## config.mk

```make
export PLATFORM = sky130hd
export DESIGN_NAME = dbgx_cmd_unit
export DESIGN_NICKNAME = d
export VERILOG_FILES = /design/src/rtl/dbgx_pkg.sv /design/src/rtl/dbgx_insn_gen.sv /design/src/rtl/dbgx_buf.sv /design/src/rtl/dbgx_flags.sv /design/src/rtl/dbgx_cmd_unit.sv
export SDC_FILE = /design/constraint.sdc
export NUM_CORES = 1
export LEC_CHECK = 0
export ABC_AREA = 1
export ABC_CLOCK_PERIOD_IN_PS = 3450
export BUFFER_PORTS_ARGS = -buffer_cell sky130_fd_sc_hd__buf_2
export CAP_MARGIN = 40
export CORE_MARGIN = 5
export CORE_UTILIZATION = 60
export DETAILED_ROUTE_END_ITERATION = 16
export PLACE_DENSITY_LB_ADDON = 0.08
export SYNTH_ARGS = -nofsm -noshare
export SYNTH_HDL_FRONTEND = slang
export SYNTH_HIERARCHICAL = 1
export SYNTH_SLANG_ARGS = --single-unit
```

## constraint.sdc

```tcl
create_clock -name clk -period 3.45 [get_ports clk]
set_input_delay 0.1725 -clock clk [delete_from_list [all_inputs] [get_ports clk]]
set_output_delay 0.1725 -clock clk [all_outputs]
set_load 0.03 [all_outputs]
```

## src/rtl/dbgx_pkg.sv

```systemverilog
package dbgx_pkg;
  localparam logic [31:0] INSN_NOP    = 32'h0000_0013;
  localparam logic [31:0] INSN_EBREAK = 32'h0010_0073;
  localparam logic [31:0] INSN_DRET   = 32'h7B20_0073;
  localparam logic [11:0] DATA_OFFS   = 12'h400;
  localparam logic [6:0]  OPC_LOAD    = 7'b0000011;
  localparam logic [6:0]  OPC_LOADQ   = 7'b0001111;
  localparam logic [6:0]  OPC_STORE   = 7'b0100011;

  typedef enum logic [1:0] {
    SZ_W32  = 2'd0,
    SZ_W64  = 2'd1,
    SZ_W128 = 2'd2,
    SZ_BAD  = 2'd3
  } acc_size_e;

  typedef enum logic [2:0] {
    ERR_NONE = 3'd0,
    ERR_BUSY = 3'd1,
    ERR_SIZE = 3'd2,
    ERR_EXC  = 3'd3
  } cmd_err_e;
endpackage

```

## src/rtl/dbgx_insn_gen.sv

```systemverilog
module dbgx_insn_gen
  import dbgx_pkg::*;
(
  input  logic [1:0]  size,
  input  logic        write,
  input  logic        transfer,
  input  logic        execute,
  input  logic [4:0]  regno,
  output logic [31:0] word0,
  output logic [31:0] word1
);
  logic [2:0]  ld_f3, st_f3;
  logic [6:0]  ld_op;
  logic [31:0] ld_word, st_word;

  always_comb begin
    ld_f3 = 3'b010;
    st_f3 = 3'b010;
    ld_op = OPC_LOAD;
    case (acc_size_e'(size))
      SZ_W64: begin
        ld_f3 = 3'b011;
        st_f3 = 3'b011;
      end
      SZ_W128: begin
        ld_op = OPC_LOADQ;
        st_f3 = 3'b100;
      end
      default: ;
    endcase
    ld_word = {DATA_OFFS, 5'd0, ld_f3, regno, ld_op};
    st_word = {DATA_OFFS[11:5], regno, 5'd0, st_f3, DATA_OFFS[4:0], OPC_STORE};
    word0   = transfer ? (write ? ld_word : st_word) : INSN_NOP;
    word1   = execute ? INSN_NOP : INSN_EBREAK;
  end
endmodule

```

## src/rtl/dbgx_buf.sv

```systemverilog
module dbgx_buf #(
  parameter int WORDS = 12,
  parameter int IDX_W = 4
) (
  input  logic             clk,
  input  logic             we,
  input  logic [IDX_W-1:0] widx,
  input  logic [31:0]      wdata,
  input  logic [IDX_W-1:0] ridx,
  output logic [31:0]      rdata
);
  logic [31:0] mem [WORDS];

  always_ff @(posedge clk) begin
    if (we) mem[widx] <= wdata;
    rdata <= mem[ridx];
  end
endmodule

```

## src/rtl/dbgx_flags.sv

```systemverilog
module dbgx_flags #(
  parameter int NHARTS = 4
) (
  input  logic              clk,
  input  logic              rst,
  input  logic [NHARTS-1:0] set_go,
  input  logic [NHARTS-1:0] clr_go,
  input  logic [NHARTS-1:0] set_res,
  input  logic [NHARTS-1:0] clr_res,
  input  logic [NHARTS-1:0] set_halt,
  output logic [NHARTS-1:0] go,
  output logic [NHARTS-1:0] res,
  output logic [NHARTS-1:0] halt
);
  for (genvar h = 0; h < NHARTS; h++) begin : g_hart
    always_ff @(posedge clk) begin
      if (rst) begin
        go[h]   <= 1'b0;
        res[h]  <= 1'b0;
        halt[h] <= 1'b0;
      end else begin
        go[h]   <= set_go[h] | (go[h] & ~clr_go[h]);
        res[h]  <= set_res[h] | (res[h] & ~clr_res[h]);
        halt[h] <= set_halt[h] | (halt[h] & ~clr_res[h]);
      end
    end
  end
endmodule

```

## src/rtl/dbgx_cmd_unit.sv

```systemverilog
module dbgx_cmd_unit
  import dbgx_pkg::*;
#(
  parameter int NHARTS     = 4,
  parameter int HID_W      = $clog2(NHARTS),
  parameter int ADDR_W     = 12,
  parameter int PROG_WORDS = 8,
  parameter int DATA_WORDS = 4,
  parameter int BIDX_W     = $clog2(PROG_WORDS + DATA_WORDS),
  parameter logic [11:0] HALT_ADDR = 12'h100,
  parameter logic [11:0] EXC_ADDR  = 12'h104,
  parameter logic [11:0] DRET_ADDR = 12'h108,
  parameter logic [11:0] FLAG_BASE = 12'h180
) (
  input  logic              clk,
  input  logic              rst,
  input  logic              cmd_valid,
  input  logic [HID_W-1:0]  cmd_hart,
  input  logic [4:0]        cmd_regno,
  input  logic [1:0]        cmd_size,
  input  logic              cmd_write,
  input  logic              cmd_transfer,
  input  logic              cmd_execute,
  input  logic              cmderr_clr,
  input  logic              resume_req,
  input  logic [HID_W-1:0]  resume_hart,
  input  logic              dbg_we,
  input  logic [BIDX_W-1:0] dbg_idx,
  input  logic [31:0]       dbg_wdata,
  input  logic              mem_req,
  input  logic              mem_we,
  input  logic [HID_W-1:0]  mem_hartid,
  input  logic [ADDR_W-1:0] mem_addr,
  input  logic [31:0]       mem_wdata,
  output logic [31:0]       mem_rdata,
  output logic              busy,
  output logic [2:0]        cmderr,
  output logic [NHARTS-1:0] halted
);
  localparam int BUF_WORDS = PROG_WORDS + DATA_WORDS;
  localparam logic [ADDR_W-1:0] BUF_BASE  = ADDR_W'(32'h400 - 4 * PROG_WORDS);
  localparam logic [ADDR_W-1:0] BUF_END   = ADDR_W'(32'h400 + 4 * DATA_WORDS);
  localparam logic [ADDR_W-1:0] GEN0_ADDR = BUF_BASE - ADDR_W'(8);
  localparam logic [ADDR_W-1:0] GEN1_ADDR = BUF_BASE - ADDR_W'(4);
  localparam logic [ADDR_W-1:0] FLAG_END  = ADDR_W'(FLAG_BASE) + ADDR_W'(4 * NHARTS);

  logic [31:0]       gen0_d, gen1_d, gen0_q, gen1_q;
  logic [HID_W-1:0]  cur_hart;
  logic              running;
  logic [NHARTS-1:0] set_go, clr_go, set_res, clr_res, set_halt, go_v, res_v;
  logic              rd, wr, in_buf, in_flag;
  logic [BIDX_W-1:0] hidx, widx;
  logic [HID_W-1:0]  fidx;
  logic              buf_we;
  logic [31:0]       buf_wdata, buf_rdata, misc_d, misc_q;
  logic              sel_buf_q;
  logic              issue_ok, rej_busy, rej_size, fetch0, halt_wr, done_wr, exc_wr, dret_rd;

  dbgx_insn_gen u_gen (
    .size(cmd_size), .write(cmd_write), .transfer(cmd_transfer),
    .execute(cmd_execute), .regno(cmd_regno), .word0(gen0_d), .word1(gen1_d)
  );

  always_comb begin
    rd      = mem_req & ~mem_we;
    wr      = mem_req & mem_we;
    in_buf  = (mem_addr >= BUF_BASE) && (mem_addr < BUF_END);
    in_flag = (mem_addr >= ADDR_W'(FLAG_BASE)) && (mem_addr < FLAG_END);
    hidx    = BIDX_W'((mem_addr - BUF_BASE) >> 2);
    fidx    = HID_W'((mem_addr - ADDR_W'(FLAG_BASE)) >> 2);

    issue_ok = cmd_valid & ~busy & (cmd_size != 2'(SZ_BAD));
    rej_busy = cmd_valid & busy;
    rej_size = cmd_valid & ~busy & (cmd_size == 2'(SZ_BAD));
    fetch0   = rd && (mem_addr == GEN0_ADDR) && (mem_hartid == cur_hart) && go_v[cur_hart];
    halt_wr  = wr && (mem_addr == ADDR_W'(HALT_ADDR)) && (mem_wdata < 32'(NHARTS));
    done_wr  = halt_wr && busy && running && (mem_wdata[HID_W-1:0] == cur_hart);
    exc_wr   = wr && (mem_addr == ADDR_W'(EXC_ADDR)) && busy;
    dret_rd  = rd && (mem_addr == ADDR_W'(DRET_ADDR)) && res_v[mem_hartid];

    set_go   = '0;
    clr_go   = '0;
    set_res  = '0;
    clr_res  = '0;
    set_halt = '0;
    if (issue_ok) set_go[cmd_hart] = 1'b1;
    if (fetch0 || exc_wr) clr_go[cur_hart] = 1'b1;
    if (resume_req && halted[resume_hart]) set_res[resume_hart] = 1'b1;
    if (dret_rd) clr_res[mem_hartid] = 1'b1;
    if (halt_wr) set_halt[mem_wdata[HID_W-1:0]] = 1'b1;

    buf_we    = (wr && in_buf) || dbg_we;
    widx      = (wr && in_buf) ? hidx : dbg_idx;
    buf_wdata = (wr && in_buf) ? mem_wdata : dbg_wdata;

    if (mem_addr == GEN0_ADDR)                 misc_d = gen0_q;
    else if (mem_addr == GEN1_ADDR)            misc_d = gen1_q;
    else if (mem_addr == ADDR_W'(DRET_ADDR))   misc_d = INSN_DRET;
    else if (in_flag)                          misc_d = {30'd0, res_v[fidx], go_v[fidx]};
    else                                       misc_d = 32'd0;
  end

  dbgx_flags #(.NHARTS(NHARTS)) u_flags (
    .clk(clk), .rst(rst), .set_go(set_go), .clr_go(clr_go), .set_res(set_res),
    .clr_res(clr_res), .set_halt(set_halt), .go(go_v), .res(res_v), .halt(halted)
  );

  dbgx_buf #(.WORDS(BUF_WORDS), .IDX_W(BIDX_W)) u_buf (
    .clk(clk), .we(buf_we), .widx(widx), .wdata(buf_wdata),
    .ridx(hidx), .rdata(buf_rdata)
  );

  always_ff @(posedge clk) begin
    if (rst) begin
      busy      <= 1'b0;
      running   <= 1'b0;
      cmderr    <= 3'(ERR_NONE);
      cur_hart  <= '0;
      gen0_q    <= INSN_NOP;
      gen1_q    <= INSN_EBREAK;
      misc_q    <= 32'd0;
      sel_buf_q <= 1'b0;
    end else begin
      misc_q    <= misc_d;
      sel_buf_q <= in_buf;
      if (issue_ok) begin
        gen0_q   <= gen0_d;
        gen1_q   <= gen1_d;
        cur_hart <= cmd_hart;
        busy     <= 1'b1;
        running  <= 1'b0;
      end else if (done_wr || exc_wr) begin
        busy    <= 1'b0;
        running <= 1'b0;
      end else if (fetch0) begin
        running <= 1'b1;
      end
      if (cmderr_clr) cmderr <= 3'(ERR_NONE);
      else if (cmderr == 3'(ERR_NONE)) begin
        if (rej_busy)      cmderr <= 3'(ERR_BUSY);
        else if (rej_size) cmderr <= 3'(ERR_SIZE);
        else if (exc_wr)   cmderr <= 3'(ERR_EXC);
      end
    end
  end

  assign mem_rdata = sel_buf_q ? buf_rdata : misc_q;
endmodule

```

==> metrics <==
status=complete, no violations; VDD IR max=~0.00043 V; clock sink total=531; Total GRT Usage=0.277; filler instances=2985; 1st-iter DRT viols=1498; Initial Util=0.609; Reg2Reg Depth=7; Worst Min Path Start=cmd_regno[4]; final setup fails=0; DPL Wire Length=approximately 37 mm; CP required=about 3300 ps; Routability Congestion=about 0.92; Mapped Cells=2391; register area share after synthesis=0.631; crit path time final=roughly 2400 ps; Clock Pin Slew Worst Setup and Hold Paths=60 ps; final worst slack=between 1000 and 1500 ps; max_slew headroom=0.414; Hold Fails Final Rpt=0; FF-to-FF Start=busy$_SDFFE_PP0P_; worst setup path class=flop to output port; Combinational Power Share=0.070; I/O Buffers=between 100 and 150; Die W=approximately 210 µm; setup tns final=0 ps; r2r endpoint=u_flags/go[2]$_SDFF_PP0_; die area=around 42000 µm²; htree depth=2; RSZ-0062 raised after global routing=no; CP Capture Type=output port; fin nets=2614; Reg power frac=0.516; final max-slew violation count=0; switching share of power=0.228; Hold WC Path Type=primary input to flop; multi-input logic area=6580 µm²; CTS Root Cell=clkbuf_16; Avg Cell Area, Syn=approximately 9.6 µm²; crit start category=flop; CTS max path bufs=3; core outline area=37700 µm²; Vias=about 16k; Int Pwr=around 11 mW; layout cell share with drive strength beyond 1=0.128; routed vias/inst=5.37; final WL=between 50 and 60 mm; Boundary Pins=around 140; # resized after CTS=0; vias in the first global route=between 15k and 20k; CP max stage cell=dfxtp_1; Clk Latency, worst-skew pair=around 600 ps; WHS Path Cells=5; Non-Filler Instances=about 3.1k; WP data arrival=2200 ps; First-pass DRT Iterations=5; WHS Endpoint=gen0_q[11]$_SDFFE_PP0P_; R2R setup slack=roughly 1400 ps; antenna-violating nets left=0; max-capacitance violation count=0; Clock power frac=0.413; Die Ht=206 µm; first-pass GRT wire length=roughly 90 mm; routed length per instance=19.0 µm; synthesized flop and latch total=about 530; Post-Place Setup Slack=between 400 and 500 ps; CP max FO=25; Core Util, Final=0.684; area grow syn2layout=12.4%; post-synthesis cell area=22900 µm²; Rows=between 70 and 80; Worst-Margin Slew=about 880 ps; Syn. warnings=6; highest clock rate=421 MHz; Distinct cells, synth=38; NetSw=~3.2 mW; TritonCTS clock tree=done; part of the cycle the worst path needs=0.688; placed insts=between 2k and 3k; Reg area=14500 µm²; skew final=23.5 ps; P_leak=about 11 nW; CP Cell Sequence=buf_4, mux2_2, buf_2; total chip power=13.8 mW; total CTS buffers=53; slowest cell delay on critical path=530 ps; drt drc=0; largest net degree at the start of global routing=~120; Pwr per Cell Area=approximately 540 nW/µm²; Congestion Overflow GR=0; initial antenna violation count=0
-- cell usage after synthesis (all sizes together) --
master / count / area (µm²)
and2: 2 / 12.5
and3: 1 / 6.26
inv: 281 / 1060
nor3: 15 / 80.1
nor2: 251 / 962
mux2: 32 / 360
o22ai: 1 / 6.26
a31oi: 2 / 12.5
clkbuf: 44 / 165
a21oi: 64 / 358
a22oi: 2 / 15.0
or2: 2 / 12.5
nor3b: 2 / 15.0
nand2: 572 / 2160
dfxtp: 147 / 2940
nand4: 7 / 43.8
edfxtp: 384 / 11500
nand3b: 2 / 15.0
xor2: 1 / 8.76
conb: 3 / 11.3
buf: 129 / 917
nand3: 274 / 1370
o21ai: 172 / 865
o211ai: 1 / 7.51
-- worst max path at each step --
stage	start	endpoint	slack, ps	cells past startpoint
after floorplan	mem_addr[9]	u_buf/mem[1][0]$_DFFE_PP_	340	12
after detailed placement	mem_addr[7]	u_buf/mem[6][28]$_DFFE_PP_	490	12
final	sel_buf_q$_SDFF_PP0_	mem_rdata[13]	1080	3
after global placement	mem_addr[9]	u_buf/mem[6][23]$_DFFE_PP_	580	12
after CTS	sel_buf_q$_SDFF_PP0_	mem_rdata[7]	1100	3
after global routing	mem_addr[6]	u_buf/mem[6][21]$_DFFE_PP_	930	10
-- routing by layer --
layer	up-vias	routed length [µm]	GRT usage
li1	7973	-	-
met1	7833	24100	0.377
met2	570	29100	0.467
met3	102	3460	0.0418
met4	0	1650	0.0811
met5	-	0	0
-- power groups by stage --
| stage | clock network, mW | logic (mW) | registers (mW) |
|---|---|---|---|
| after floorplan | 0 | 0.652 | 7.23 |
| after global placement | 0 | 0.931 | 7.26 |
| after detailed placement | 0 | 0.953 | 7.26 |
| after CTS | 5.79 | 0.972 | 7.13 |
| after global routing | 6.09 | 1.08 | 7.14 |
| final | 5.71 | 0.972 | 7.13 |
-- critical path, delay by kind of cell, from the launching register on --
kind | cells | cell delay [ps]
mux | 1 | 420
flops | 1 | 530
buf+inv | 2 | 640
-- final cells by class --
class                      instances  share of cell area
clock inverter                    25             0.00874
tap                              511              0.0248
inverter                         281              0.0410
clock buffer                      74              0.0582
sequential                       531               0.562
antenna                            1           0.0000971
multi-input combinational       1447               0.255
timing repair buffer             196              0.0504
-- repair_timing --
item,CTS,global route
endpoints found under the hold margin,23,0
hold buffers,17,0
buffers inserted,0,0
-- cells in the final DEF, fill, tap and decap left out, drive strengths merged --
cell type | synthesis | final
clkinvlp | 0 | 2
a22oi | 2 | 2
bufinv | 0 | 4
conb | 3 | 44
and3 | 1 | 1
xor2 | 1 | 1
o22ai | 1 | 1
dfxtp | 147 | 147
mux2 | 32 | 32
a21oi | 64 | 64
o211ai | 1 | 1
inv | 281 | 281
a31oi | 2 | 2
buf | 129 | 179
nand3 | 274 | 274
clkinv | 0 | 19
diode | 0 | 1
nand2 | 572 | 572
and2 | 2 | 2
nor2 | 251 | 251
nand3b | 2 | 2
or2 | 2 | 2
dlygate4sd3 | 0 | 17
edfxtp | 384 | 384
nor3b | 2 | 2
nand4 | 7 | 7
o21ai | 172 | 172
nor3 | 15 | 15
clkbuf | 44 | 74
-- sequential cells by signal, indices dropped and copies added, names as in the netlist --
register      count
cmderr            2
u_buf/mem       384
u_flags/go        4
u_buf/rdata      32
gen1_q           32
running           1
u_flags/res       4
misc_q           32
gen0_q           32
busy              1
sel_buf_q         1
cur_hart          2
u_flags/halt      4
-- per-stage QoR --
step | instance area (µm²) | hold WS (ps)
2_1_floorplan | 23100 | 242
3_3_place_gp | 23800 | 430
3_5_place_dp | 23900 | 437
4_1_cts | 25800 | 12.8
5_1_grt | 25800 | 51.9
6_report | 25800 | 29.8
-- kinds of logic (layout without fill, tap and decap cells) --
| kind of cell | count (synthesis) | count (layout) | synth area share |
|---|---|---|---|
| AND/OR/NAND/NOR | 1128 | 1128 | 0.204 |
| flip-flops | 531 | 531 | 0.631 |
| buffers and inverters | 454 | 576 | 0.0933 |
| AO/OA/AOI/OAI | 242 | 242 | 0.0551 |
| multiplexers | 32 | 32 | 0.0157 |
| other | 3 | 45 | 0.000491 |
| XOR/XNOR | 1 | 1 | 0.000382 |
Note: power is estimated with default switching activity, not from simulation.
